==> src/rtl/pd_seq_group.sv <==
module pd_seq_group #(
  parameter int N_DOM = 3,
  parameter int SRAM_W = 4,
  parameter int CLK_MHZ = 200,
  parameter int ISO_NS = 1000,
  parameter int TMO = 1000,
  parameter int unsigned ISO_CAP = 5,
  parameter logic [15:0] PROJ = 16'h0b16
) (
  input  logic                      clk,
  input  logic                      rst_n,
  input  logic                      start,
  input  logic [N_DOM-1:0]          pwr_ack,
  input  logic [N_DOM-1:0]          pwr_ack2,
  input  logic [N_DOM*SRAM_W-1:0]   sram_ack,
  output logic [N_DOM*7-1:0]        ctl,
  output logic [N_DOM*SRAM_W-1:0]   sram_pdn,
  output logic [31:0]               cfg_key,
  output logic                      busy,
  output logic                      done,
  output logic                      err
);
  localparam int DLY  = (CLK_MHZ * ISO_NS + 999) / 1000;
  localparam int CMAX = (DLY > TMO) ? DLY : TMO;
  localparam int CW   = $clog2(CMAX + 1);
  localparam int IW   = (N_DOM > 1) ? $clog2(N_DOM) : 1;
  localparam logic [31:0] CAPV = 32'(ISO_CAP);
  localparam logic [6:0]  OFF_W = 7'h32;

  typedef enum logic [3:0] {
    S_IDLE, S_KEY, S_PON, S_PON2, S_WACK, S_CLK, S_ISO, S_RST,
    S_SRAM, S_WSRAM, S_SISO, S_WDLY, S_CKISO, S_NEXT
  } st_t;

  st_t st;
  logic [IW-1:0] idx;
  logic [CW-1:0] cnt;
  logic [6:0] cw [N_DOM];
  logic [SRAM_W-1:0] pdn [N_DOM];

  wire tmo_hit = (TMO != 0) && (cnt == CW'(TMO - 1));
  wire acks_in = pwr_ack[idx] & pwr_ack2[idx];
  wire sram_clr = (sram_ack[idx*SRAM_W +: SRAM_W] == '0);

  for (genvar d = 0; d < N_DOM; d++) begin : g_out
    assign ctl[d*7 +: 7] = cw[d];
    assign sram_pdn[d*SRAM_W +: SRAM_W] = pdn[d];
  end

  always_ff @(posedge clk or negedge rst_n) begin
    if (!rst_n) begin
      st <= S_IDLE;
      idx <= '0;
      cnt <= '0;
      busy <= 1'b0;
      done <= 1'b0;
      err <= 1'b0;
      cfg_key <= '0;
      for (int d = 0; d < N_DOM; d++) begin
        cw[d] <= OFF_W;
        pdn[d] <= '1;
      end
    end else begin
      case (st)
        S_IDLE: if (start) begin
          busy <= 1'b1;
          done <= 1'b0;
          err <= 1'b0;
          idx <= '0;
          st <= S_KEY;
        end
        S_KEY: begin
          cfg_key <= {PROJ, 15'd0, 1'b1};
          st <= S_PON;
        end
        S_PON: begin
          cw[idx][2] <= 1'b1;
          st <= S_PON2;
        end
        S_PON2: begin
          cw[idx][3] <= 1'b1;
          cnt <= '0;
          st <= S_WACK;
        end
        S_WACK: begin
          if (acks_in) st <= S_CLK;
          else if (tmo_hit) begin
            err <= 1'b1;
            busy <= 1'b0;
            st <= S_IDLE;
          end else cnt <= cnt + 1'b1;
        end
        S_CLK: begin
          cw[idx][4] <= 1'b0;
          st <= S_ISO;
        end
        S_ISO: begin
          cw[idx][1] <= 1'b0;
          st <= S_RST;
        end
        S_RST: begin
          cw[idx][0] <= 1'b1;
          st <= S_SRAM;
        end
        S_SRAM: begin
          pdn[idx] <= '0;
          cnt <= '0;
          st <= S_WSRAM;
        end
        S_WSRAM: begin
          if (sram_clr) st <= CAPV[idx] ? S_SISO : S_NEXT;
          else if (tmo_hit) begin
            err <= 1'b1;
            busy <= 1'b0;
            st <= S_IDLE;
          end else cnt <= cnt + 1'b1;
        end
        S_SISO: begin
          cw[idx][6] <= 1'b1;
          cnt <= '0;
          st <= S_WDLY;
        end
        S_WDLY: begin
          if (cnt == CW'(DLY - 1)) st <= S_CKISO;
          else cnt <= cnt + 1'b1;
        end
        S_CKISO: begin
          cw[idx][5] <= 1'b0;
          st <= S_NEXT;
        end
        S_NEXT: begin
          if (idx == IW'(N_DOM - 1)) begin
            busy <= 1'b0;
            done <= 1'b1;
            st <= S_IDLE;
          end else begin
            idx <= idx + 1'b1;
            st <= S_KEY;
          end
        end
        default: st <= S_IDLE;
      endcase
    end
  end
endmodule

==> config.mk <==
export PLATFORM = sky130hd
export DESIGN_NAME = pd_seq_group
export DESIGN_NICKNAME = d
export VERILOG_FILES = /design/src/rtl/pd_seq_group.sv
export SDC_FILE = /design/constraint.sdc
export NUM_CORES = 1
export LEC_CHECK = 0
export BUFFER_PORTS_ARGS = -buffer_cell sky130_fd_sc_hd__buf_4
export CAP_MARGIN = 20
export CELL_PAD_IN_SITES_DETAIL_PLACEMENT = 1
export CELL_PAD_IN_SITES_GLOBAL_PLACEMENT = 1
export CORE_MARGIN = 2
export CORE_UTILIZATION = 35
export DETAILED_ROUTE_END_ITERATION = 8
export PLACE_DENSITY_LB_ADDON = 0.08
export SLEW_MARGIN = 20
export SYNTH_ARGS = -nofsm -noshare
export SYNTH_HDL_FRONTEND = slang
export SYNTH_SLANG_ARGS = --single-unit
==> constraint.sdc <==
create_clock -name clk -period 1.9 [get_ports clk]
set_clock_uncertainty 0.1 [all_clocks]
set_input_delay 0.095 -clock clk [delete_from_list [all_inputs] [get_ports clk]]
set_output_delay 0.095 -clock clk [all_outputs]
set_load 0.02 [all_outputs]
After elaboration in Yosys (flattened, before gate mapping) --
Cells that the tools add are included. W data, S select, Z words.
Operators by class: add/subtract/negate cells 2, magnitude comparators 4, equality and inequality tests 23, shift-type cells 1, multiplexer cells 52, bitwise operators 14, reductions and logical operators 15
Operator list (number):
- $pmux W21 S7 | 1
- $demux W7 S2 | 7
- $or A21 B21 Y21 | 4
- $and A21 B21 Y21 | 3
- $not A21 Y21 | 3
- $pmux W4 S14 | 1
- $mux W10 | 4
- $pmux W10 S4 | 1
- $mux W4 | 7
- $eq A4 B4 Y1 const B | 6
- $eq A4 B3 Y1 const B | 4
- $mux W1 | 15
- $ne A2 B2 Y1 const B | 7
- $and A12 B12 Y12 | 1
- $not A12 Y12 | 1
- $shiftx A12 B5 Y4 | 1
- $add A10 B1 Y10 const B | 1
- $eq A10 B10 Y1 const B | 1
- $eq A10 B8 Y1 const B | 1
- $demux W4 S2 | 1
- $eq A4 B2 Y1 const B | 2
- $logic_not A4 Y1 | 2
- $reduce_and A4 Y1 | 2
- $reduce_bool A4 Y1 | 2
- other kinds (27) | 33
Word-level totals: register bits 53, input bits 21, output and inout bits 68, word-level logic and storage cells 124

Logic depth before layout (Yosys ltp) --
Gate-level depths: netlist (run 1).
word-level depth 8, depth in mapped cells 8, gate-level depth less buffers 6

Worst setup path after synthesis (run 1) --
No wires, ideal clock.
path kind flip-flop to flip-flop, from register cnt[0], to register cnt[0], library setup time 125 ps, arrival 1815 ps, required time 1675 ps, slack -140 ps, cell stages (with the launch flop) 7, path buffers 0, period minus slack after synthesis 2040 ps, path through dfrtp_1 > ha_1 > and4_4 > a2111oi_2 > nor4_4 > nor3_2 > mux2_4
Between the ends: longest elaborated chain between the ends 4, elaborated cells on any way between the ends 10, those cells by class add/sub (1); eq/ne (3); mux (5); reduce/logical (1)
Ends and longest elaborated chain:
- start, declared | line 37 | logic [CW-1:0] cnt;
- start signal, assigned | line 91 | end else cnt <= cnt + 1'b1;
- start signal, assigned | line 116 | end else cnt <= cnt + 1'b1;
- start signal, assigned | line 125 | else cnt <= cnt + 1'b1;
- $add A10 B1 Y10 / $eq A10 B10 Y1 (equally long branches)
- $mux W10 | line 87, 112
- $mux W10 (on tied branches) | line 111, 86
- $pmux W10 S4 | line 64 | case (st)
Parallel ways exist; a longest one is shown, timed or not. The select of a mux whose other input is x is not followed. A chain may end at the register's enable or synchronous reset.

Worst setup path after layout (run 1) --
from register cnt[0], to register cnt[6]
Same word-level chain as after synthesis.

==> results of run 1 <==
## flip-flops by register name, indices dropped and copies added (netlist names)
| name | cells |
|---|---|
| st | 4 |
| sram_pdn | 12 |
| err | 1 |
| cnt | 10 |
| cfg_key | 1 |
| done | 1 |
| busy | 1 |
| ctl | 21 |
| idx | 2 |
## kinds of logic (layout without fill, tap and decap cells)
| group | after synthesis | in the layout | synth area share |
|---|---|---|---|
| AND/OR/NAND/NOR | 112 | 112 | 0.214 |
| flip-flops | 53 | 53 | 0.458 |
| AO/OA/AOI/OAI | 52 | 52 | 0.149 |
| buffers and inverters | 51 | 136 | 0.115 |
| multiplexers | 13 | 13 | 0.0461 |
| adder cells (fa/ha/maj) | 4 | 4 | 0.0169 |
| other | 1 | 25 | 0.00127 |
## repair_timing
item                                   4_1_cts  5_1_grt
endpoints found under the hold margin       32        0
pin swaps                                    6        9
setup buffers                                7        2
setup endpoints to repair                   14       14
hold buffers                                 1        0
resized for setup                           30       10
## worst max-delay path, cell delays in order (launching register included)
cell	delay [ns]
dfrtp_1	0.41
ha_2	0.20
and4_4	0.17
a2111oi_4	0.36
nor4_4	0.09
buf_6	0.17
nor4_4	0.31
mux2i_1	0.21
## area by class of cell
class,instances,share of cell area
clock buffer,6,0.0175
clock inverter,2,0.00935
inverter,6,0.00543
multi-input combinational,206,0.380
sequential,53,0.327
tap,105,0.0317
timing repair buffer,122,0.228
## routing by layer
metal	vias to the layer above	wire length, microns	part of all wire
met5	-	0	0
met1	1273	3920	0.46
met2	81	4070	0.48
li1	1175	-	-
met3	7	436	0.051
met4	0	66	0.0078
## per-stage QoR
stage,utilization,setup slack (ns),TNS (ns),total power [mW]
after global placement,0.455,-0.178,-1.02,1.26
final,0.505,-0.197,-1.25,2.02
after CTS,0.498,-0.133,-0.768,2.06
after global routing,0.505,-0.267,-2.43,2.11
after detailed placement,0.455,-0.272,-1.56,1.26
after floorplan,-,-0.0749,-0.245,1.24
## final timing paths
path	start	to	slack, ns	depth (start not counted)
min reg2reg	ctl[15]	ctl[15]	0.36	1
max	cnt[0]	cnt[6]	-0.20	7
min in group asynchronous	rst_n	cnt[2]	0.26	2
max reg2reg	cnt[0]	cnt[6]	-0.20	7
max in group asynchronous	rst_n	st[2]	0.92	2
min	start	st[0]	0.12	3
## Yosys cell counts, types with 5 or more instances
cell      instances  area, sq um
and2_1           14         87.6
mux2i_1          11          110
inv_1             6         22.5
nor2_1           13         48.8
dfrtp_1          32          801
buf_4            33          248
nand2b_1         10         62.6
nand2_1          26         97.6
nor4_1            9         56.3
a31o_2            7         61.3
clkbuf_1          7         26.3
a21boi_0          6         45.0
nor3_1            6         30.0
dfstp_2          21          552
a21o_1            5         37.5
nand3_1          14         70.1
## power by group through the flow
stage | clock, mW | sequential, mW | combinational, mW
after floorplan | 0 | 1.15 | 0.0885
after global placement | 0 | 1.15 | 0.106
after detailed placement | 0 | 1.15 | 0.107
after CTS | 0.817 | 1.13 | 0.108
after global routing | 0.862 | 1.13 | 0.119
final | 0.782 | 1.13 | 0.107
==> flow_summary.json, run 1 <==
{
  "clk_latency_ns": 0.31,
  "final_cell_mix": "buf_4, dfrtp_1, nand2_1, conb_1, dfstp_2",
  "drc": 0,
  "cts_made_buffers": 5,
  "grt_start_max_net_pins": 54,
  "grt_use_met2": 0.313,
  "chipHeight_microns": 95.9,
  "violations": "negative setup slack",
  "synth_cells": 286,
  "htreeDepth": 2,
  "first_pass_iters": 4,
  "syn_area_sq_um": 2960,
  "hold_viol": 0,
  "dieWidth_microns": 95.9,
  "clk_pin_slew_ns": 0.10,
  "status": "finished with violations",
  "layout-drive-gt1-share": 0.496,
  "power_switching_share": 0.229,
  "cts_sinks": 53,
  "synthArstFlopShare": 1.00,
  "internal-power_mw": 1.56,
  "dieArea_sq_um": 9190,
  "grt_pass1_wl_mm": 13.4,
  "fin_area_sq_um": 4150,
  "ant_nets": 0,
  "grt_pass1_vias": 2548,
  "layout_commonest_cell": "buf_4",
  "drt-total-wl_mm": 8.49,
  "fmax_mhz": 477,
  "use_met1": 0.273,
  "slew_viol_final": 0,
  "vias_per_cell": 5.07,
  "fin_crit_ns": 2.10,
  "critPathArrivalTime_ns": 2.23,
  "place.port_buffers": 63,
  "multi_input_area_sq_um": 1580,
  "p_leak_nw": 2.04,
  "fin_cells": 500,
  "finalSetupViolCount": 11,
  "clkPwrFrac": 0.387,
  "cts_root_buf": "clkbuf_8",
  "grt_use_met3": 0.0282,
  "irDropWorstVdd_mv": 0.339,
  "tightest_slew_ns": 0.702,
  "dr_total_vias": 2536,
  "core_area_sq_um": 8220,
  "power_density_nw_per_um2": 487,
  "required_ns": 2.04,
  "synth_edf_count": 0,
  "setup_slack_ns": -0.197,
  "rsz0062_at_grt": "yes",
  "nFillCells": 934,
  "seq_area_sq_um": 1360,
  "grt.total_usage": 0.191,
  "period_share": 1.10,
  "p_seq_frac": 0.559,
  "power_frac_comb": 0.053,
  "globalplace.congestion": 0.853,
  "wl_per_cell_microns": 17.0,
  "cts_tree": "built",
  "nets": 419,
  "p_sw_uw": 463,
  "antenna_found_initial": 0,
  "drt_first_iter_violations": 115,
  "dpl-instance-area_sq_um": 3740,
  "whs_ns": 0.122,
  "maxCapViolCount": 0,
  "diodes": 0,
  "syn2layout_area_growth_pct": 40.3,
  "crit_fanout": 7,
  "start_kind": "register",
  "grt_remaining_overflow": 0,
  "syn_area_per_cell_sq_um": 10.3,
  "slew_headroom": 0.532,
  "start_util": 0.360,
  "cts_buffer_depth": 2,
  "end_kind": "register",
  "synth_ff_type": "dfrtp_1",
  "synthDistinctLibCells": 58,
  "crit_type": "register to register",
  "ys_seq_elements": 53,
  "grt-busiest-layer": "met2",
  "ys_seq_area_frac": 0.458,
  "num_rows": 33,
  "boundaryPins": 89,
  "ys_warn_count": 0,
  "hpwlAfterDp_mm": 6.08,
  "hold_class": "input pin to register",
  "dp_cells": 483
}
No activity file was read; power rests on OpenSTA's default activity.
==> run 2: changes to the inputs <==
--- a/config.mk
+++ b/config.mk
@@ -12,8 +12,10 @@
 export CORE_MARGIN = 2
 export CORE_UTILIZATION = 35
 export DETAILED_ROUTE_END_ITERATION = 8
+export GPL_TIMING_DRIVEN = 0
 export PLACE_DENSITY_LB_ADDON = 0.08
 export SLEW_MARGIN = 20
 export SYNTH_ARGS = -nofsm -noshare
 export SYNTH_HDL_FRONTEND = slang
 export SYNTH_SLANG_ARGS = --single-unit
+export TNS_END_PERCENT = 5
==> flow_summary.json, run 2 (same netlist as run 1, synthesis figures left out) <==
{
  "final_cell_mix": "buf_4, dfrtp_1, nand2_1",
  "min_from": "start",
  "reg2reg_slack_ns": -0.27,
  "start_util": 0.360,
  "vias_per_cell": 4.96,
  "crit_type": "register to register",
  "fmax_mhz": 461,
  "p_leak_nw": 1.94,
  "nets": 420,
  "slew_headroom": 0.536,
  "grt_pass1_wl_mm": 12.7,
  "status": "finished with violations",
  "power_density_nw_per_um2": 488,
  "grt_remaining_overflow": 0,
  "nFillCells": 954,
  "dieArea_sq_um": 9190,
  "dp_cells": 478,
  "maxCapViolCount": 0,
  "finalPower_mw": 1.95,
  "grt_pass1_vias": 2479,
  "place.port_buffers": 63,
  "drt_first_iter_violations": 104,
  "period_share": 1.14,
  "setup_slack_ns": -0.267,
  "critPathArrivalTime_ns": 2.28,
  "hpwlAfterDp_mm": 5.56,
  "drc": 0,
  "cts_made_buffers": 5,
  "largest_reg_flops": 21,
  "tightest_slew_ns": 0.696,
  "worstReg2RegEnd": "cnt[0]",
  "first_pass_iters": 4,
  "dieWidth_microns": 95.9,
  "rr_worst_depth": 6,
  "hold_viol": 0,
  "diodes": 0,
  "ant_nets": 0,
  "dpl-instance-area_sq_um": 3670,
  "drt-total-wl_mm": 8.15,
  "dr_total_vias": 2486,
  "irDropWorstVdd_mv": 0.395,
  "rsz0062_at_grt": "yes",
  "cts_tree": "built",
  "timing.rr.start": "st[3]",
  "fin_cells": 501,
  "fin_area_sq_um": 3990,
  "htreeDepth": 2,
  "layout_commonest_cell": "buf_4",
  "end_kind": "register",
  "layout-drive-gt1-share": 0.470,
  "chipHeight_microns": 95.9,
  "hold_depth": 3,
  "cts_buffer_depth": 2,
  "grt.total_usage": 0.180,
  "boundaryPins": 89,
  "violations": "negative setup slack",
  "crit_fanout": 5,
  "core_area_sq_um": 8220,
  "hold_path_end": "st[2]",
  "clk_pin_slew_ns": 0.11,
  "antenna_found_initial": 0,
  "num_rows": 33,
  "clk_latency_ns": 0.32,
  "start_kind": "register",
  "cts_root_buf": "clkbuf_8",
  "cts_sinks": 53,
  "wl_per_cell_microns": 16.3,
  "fin_crit_ns": 2.17,
  "finalSetupViolCount": 12,
  "grt_start_max_net_pins": 54,
  "globalplace.congestion": 0.831,
  "hold_class": "input pin to register",
  "slew_viol_final": 0,
  "required_ns": 2.02,
  "syn2layout_area_growth_pct": 35.0
}
## run 2: timing repair
action,CTS,global route
endpoints found under the hold margin,32,0
pin swaps,9,5
hold buffers,1,0
gates cloned,1,0
setup buffers,6,8
resized for setup,14,21
endpoints found under the setup margin,31,28
## run 2: final cells by class
type / count / area (sq um) / share of cell area
Multi-Input combinational cell: 207 / 1470 / 0.369
Sequential cell: 53 / 1360 / 0.340
Timing Repair Buffer: 77 / 581 / 0.146
Buffer: 45 / 343 / 0.0859
Tap cell: 105 / 131 / 0.0329
Clock buffer: 6 / 72.6 / 0.0182
Inverter: 6 / 22.5 / 0.00565
Clock inverter: 2 / 13.8 / 0.00345
## run 2: how the worst max path moves through the flow
stage                 from     end  slack [ns]  cells after the start
floorplan           cnt[0]  cnt[0]       -0.07                      6
global placement    cnt[0]  cnt[0]       -0.37                      6
detailed placement  cnt[0]  cnt[0]       -0.38                      6
CTS                 cnt[1]  cnt[0]       -0.25                      7
global route         st[3]  cnt[0]       -0.34                      6
finish               st[3]  cnt[0]       -0.27                      6
## run 2: power breakdown
part | leakage, nW | internal, mW | switching (mW)
registers | 0.617 | 1.13 | 0
logic | 1.27 | 0.0641 | 0.0829
clock network | 0.0456 | 0.264 | 0.406
total | 1.94 | 1.46 | 0.489
## run 2: metal layers
| metal | global-route usage | part of all wire | vias up |
|---|---|---|---|
| li1 | - | - | 1184 |
| met1 | 0.248 | 0.47 | 1224 |
| met2 | 0.293 | 0.47 | 73 |
| met3 | 0.0329 | 0.057 | 5 |
| met4 | 0.0476 | 0.0096 | 0 |
| met5 | 0 | 0 | - |
## run 2: per-stage QoR
| step | hold WS (ns) | utilization | setup slack [ns] | setup TNS, ns |
|---|---|---|---|---|
| global route | 0.138 | 0.485 | -0.338 | -3.52 |
| finish | 0.110 | 0.485 | -0.267 | -2.00 |
| floorplan | -0.301 | - | -0.0749 | -0.245 |
| CTS | 0.118 | 0.471 | -0.246 | -2.05 |
| global placement | 0.0891 | 0.446 | -0.368 | -3.76 |
| detailed placement | 0.0968 | 0.446 | -0.376 | -4.44 |
## run 2: worst max-delay path: stages, from the launching register on
cell and delay [ns]:
dfrtp_1 0.42, buf_6 0.14, and3b_2 0.21, o211a_4 0.27, nor4_4 0.50, nor3_2 0.11
mux2_4 0.31
==> run 3: changes to the inputs <==
--- a/config.mk
+++ b/config.mk
@@ -10,7 +10,7 @@
 export CELL_PAD_IN_SITES_DETAIL_PLACEMENT = 1
 export CELL_PAD_IN_SITES_GLOBAL_PLACEMENT = 1
 export CORE_MARGIN = 2
-export CORE_UTILIZATION = 35
+export CORE_UTILIZATION = 42
 export DETAILED_ROUTE_END_ITERATION = 8
 export GPL_TIMING_DRIVEN = 0
 export PLACE_DENSITY_LB_ADDON = 0.08
==> constraint.sdc (replaced) <==
create_clock -name clk -period 2.69 [get_ports clk]
set_clock_uncertainty 0.1 [all_clocks]
set_input_delay 0.1345 -clock clk [delete_from_list [all_inputs] [get_ports clk]]
set_output_delay 0.1345 -clock clk [all_outputs]
set_load 0.02 [all_outputs]
==> flow_summary.json, run 3 (same netlist as run 1, synthesis figures left out) <==
{
  "crit_fanout": 9,
  "worstPathCellList": "ha_1, and4_4, a311oi_1, nor4_4, nor3_2, mux2_4",
  "first_pass_iters": 5,
  "diodes": 0,
  "globalplace.congestion": 0.911,
  "p_leak_nw": 1.86,
  "hold_class": "input pin to register",
  "irDropWorstVdd_mv": 0.183,
  "rsz0062_at_grt": "no",
  "final_cell_mix": "buf_4, dfrtp_1, nand2_1",
  "power_density_nw_per_um2": 367,
  "critPathArrivalTime_ns": 2.39,
  "critPathSlowestCell": "nor4_4",
  "place.port_buffers": 63,
  "largest_reg_flops": 21,
  "slew_headroom": 0.556,
  "slew_viol_final": 0,
  "ant_nets": 0,
  "grt.total_usage": 0.198,
  "cts_resized": 0,
  "start_kind": "register",
  "htreeDepth": 2,
  "cts_tree": "built",
  "maxCapViolCount": 0,
  "drt-total-wl_mm": 7.38,
  "drc": 0,
  "tns_ns": 0,
  "fmax_mhz": 437,
  "required_ns": 2.79,
  "vias_per_cell": 5.07,
  "clk_pin_slew_ns": 0.10,
  "clk_latency_ns": 0.31,
  "core_area_sq_um": 6790,
  "boundaryPins": 89,
  "finalSetupViolCount": 0,
  "grt_pass1_vias": 2392,
  "cts_buffer_depth": 2,
  "dp_cells": 469,
  "cts_sinks": 53,
  "wl_per_cell_microns": 15.4,
  "hold_viol": 0,
  "layout_commonest_cell": "buf_4",
  "cts_root_buf": "clkbuf_8",
  "drt_first_iter_violations": 119,
  "layout-drive-gt1-share": 0.393,
  "fin_cells": 478,
  "cts_made_buffers": 5,
  "crit_type": "register to register",
  "slowest_delay_ns": 0.55,
  "ctsHoldBuffers": 1,
  "end_kind": "register",
  "status": "completed",
  "chipHeight_microns": 87.9,
  "grt_start_max_net_pins": 54,
  "antenna_found_initial": 0,
  "dieWidth_microns": 87.9,
  "cts_setup_buffers": 0,
  "whs_ns": 0.136,
  "finalPower_mw": 1.38,
  "hpwlAfterDp_mm": 5.47,
  "dieArea_sq_um": 7720,
  "fin_crit_ns": 2.29,
  "tightest_slew_ns": 0.666,
  "dr_total_vias": 2424,
  "grt_remaining_overflow": 0,
  "num_rows": 30,
  "syn2layout_area_growth_pct": 26.6,
  "grt_pass1_wl_mm": 12.0,
  "period_share": 0.851,
  "nets": 406,
  "start_util": 0.435
}
-- run 3: cell count changes in the layout (fill, tap and decap cells not counted), moves of 3 or more --
cell and delta:
buf_4 -12, clkbuf_1 +4, nor4_2 -4, nor2_1 +3, nor4_1 +3
-- run 3: per-stage QoR --
stage	util	instance area, sq um	setup WS [ns]
CTS	0.551	3740	0.422
global route	0.551	3740	0.258
floorplan	-	3050	0.650
global placement	0.536	3640	0.505
detailed placement	0.536	3640	0.455
finish	0.551	3740	0.400
-- run 3: final timing paths --
kind	endpoint	slack [ns]	cells after the start	start
worst min-delay path	done	0.14	3	start
worst max register to register	cnt[0]	0.40	6	cnt[0]
min in group asynchronous	cnt[4]	0.28	2	rst_n
worst min register to register	ctl[15]	0.37	1	ctl[15]
max in group asynchronous	st[1]	1.74	2	rst_n
worst max-delay path	cnt[0]	0.40	6	cnt[0]
-- run 3: layer usage --
layer,GRT usage,vias up,share of wire
met3,0.0358,9,0.060
met4,0.0336,0,0.0098
met1,0.274,1188,0.45
li1,-,1143,-
met2,0.329,84,0.48
met5,0,-,0
-- run 3: report_power, final --
part | total, mW | leakage (nW) | internal [mW] | switching, mW
combinational | 0.103 | 1.19 | 0.0453 | 0.0581
sequential | 0.798 | 0.619 | 0.798 | 0
clock | 0.474 | 0.0447 | 0.189 | 0.285
-- run 3: worst max-delay path, delay by kind of cell (launching register included) --
family          cells  cell delay (ns)
simple gates        3             0.96
mux                 1             0.32
flops               1             0.40
fa+ha+maj           1             0.27
compound gates      1             0.13
-- run 3: final cells by class --
type	instances	area [sq um]
multi-input combinational	206	1350
clock buffer	5	68.8
buffer	45	318
inverter	6	22.5
clock inverter	3	25.0
sequential	53	1350
tap	96	120
fill	797	3050
timing repair buffer	64	483
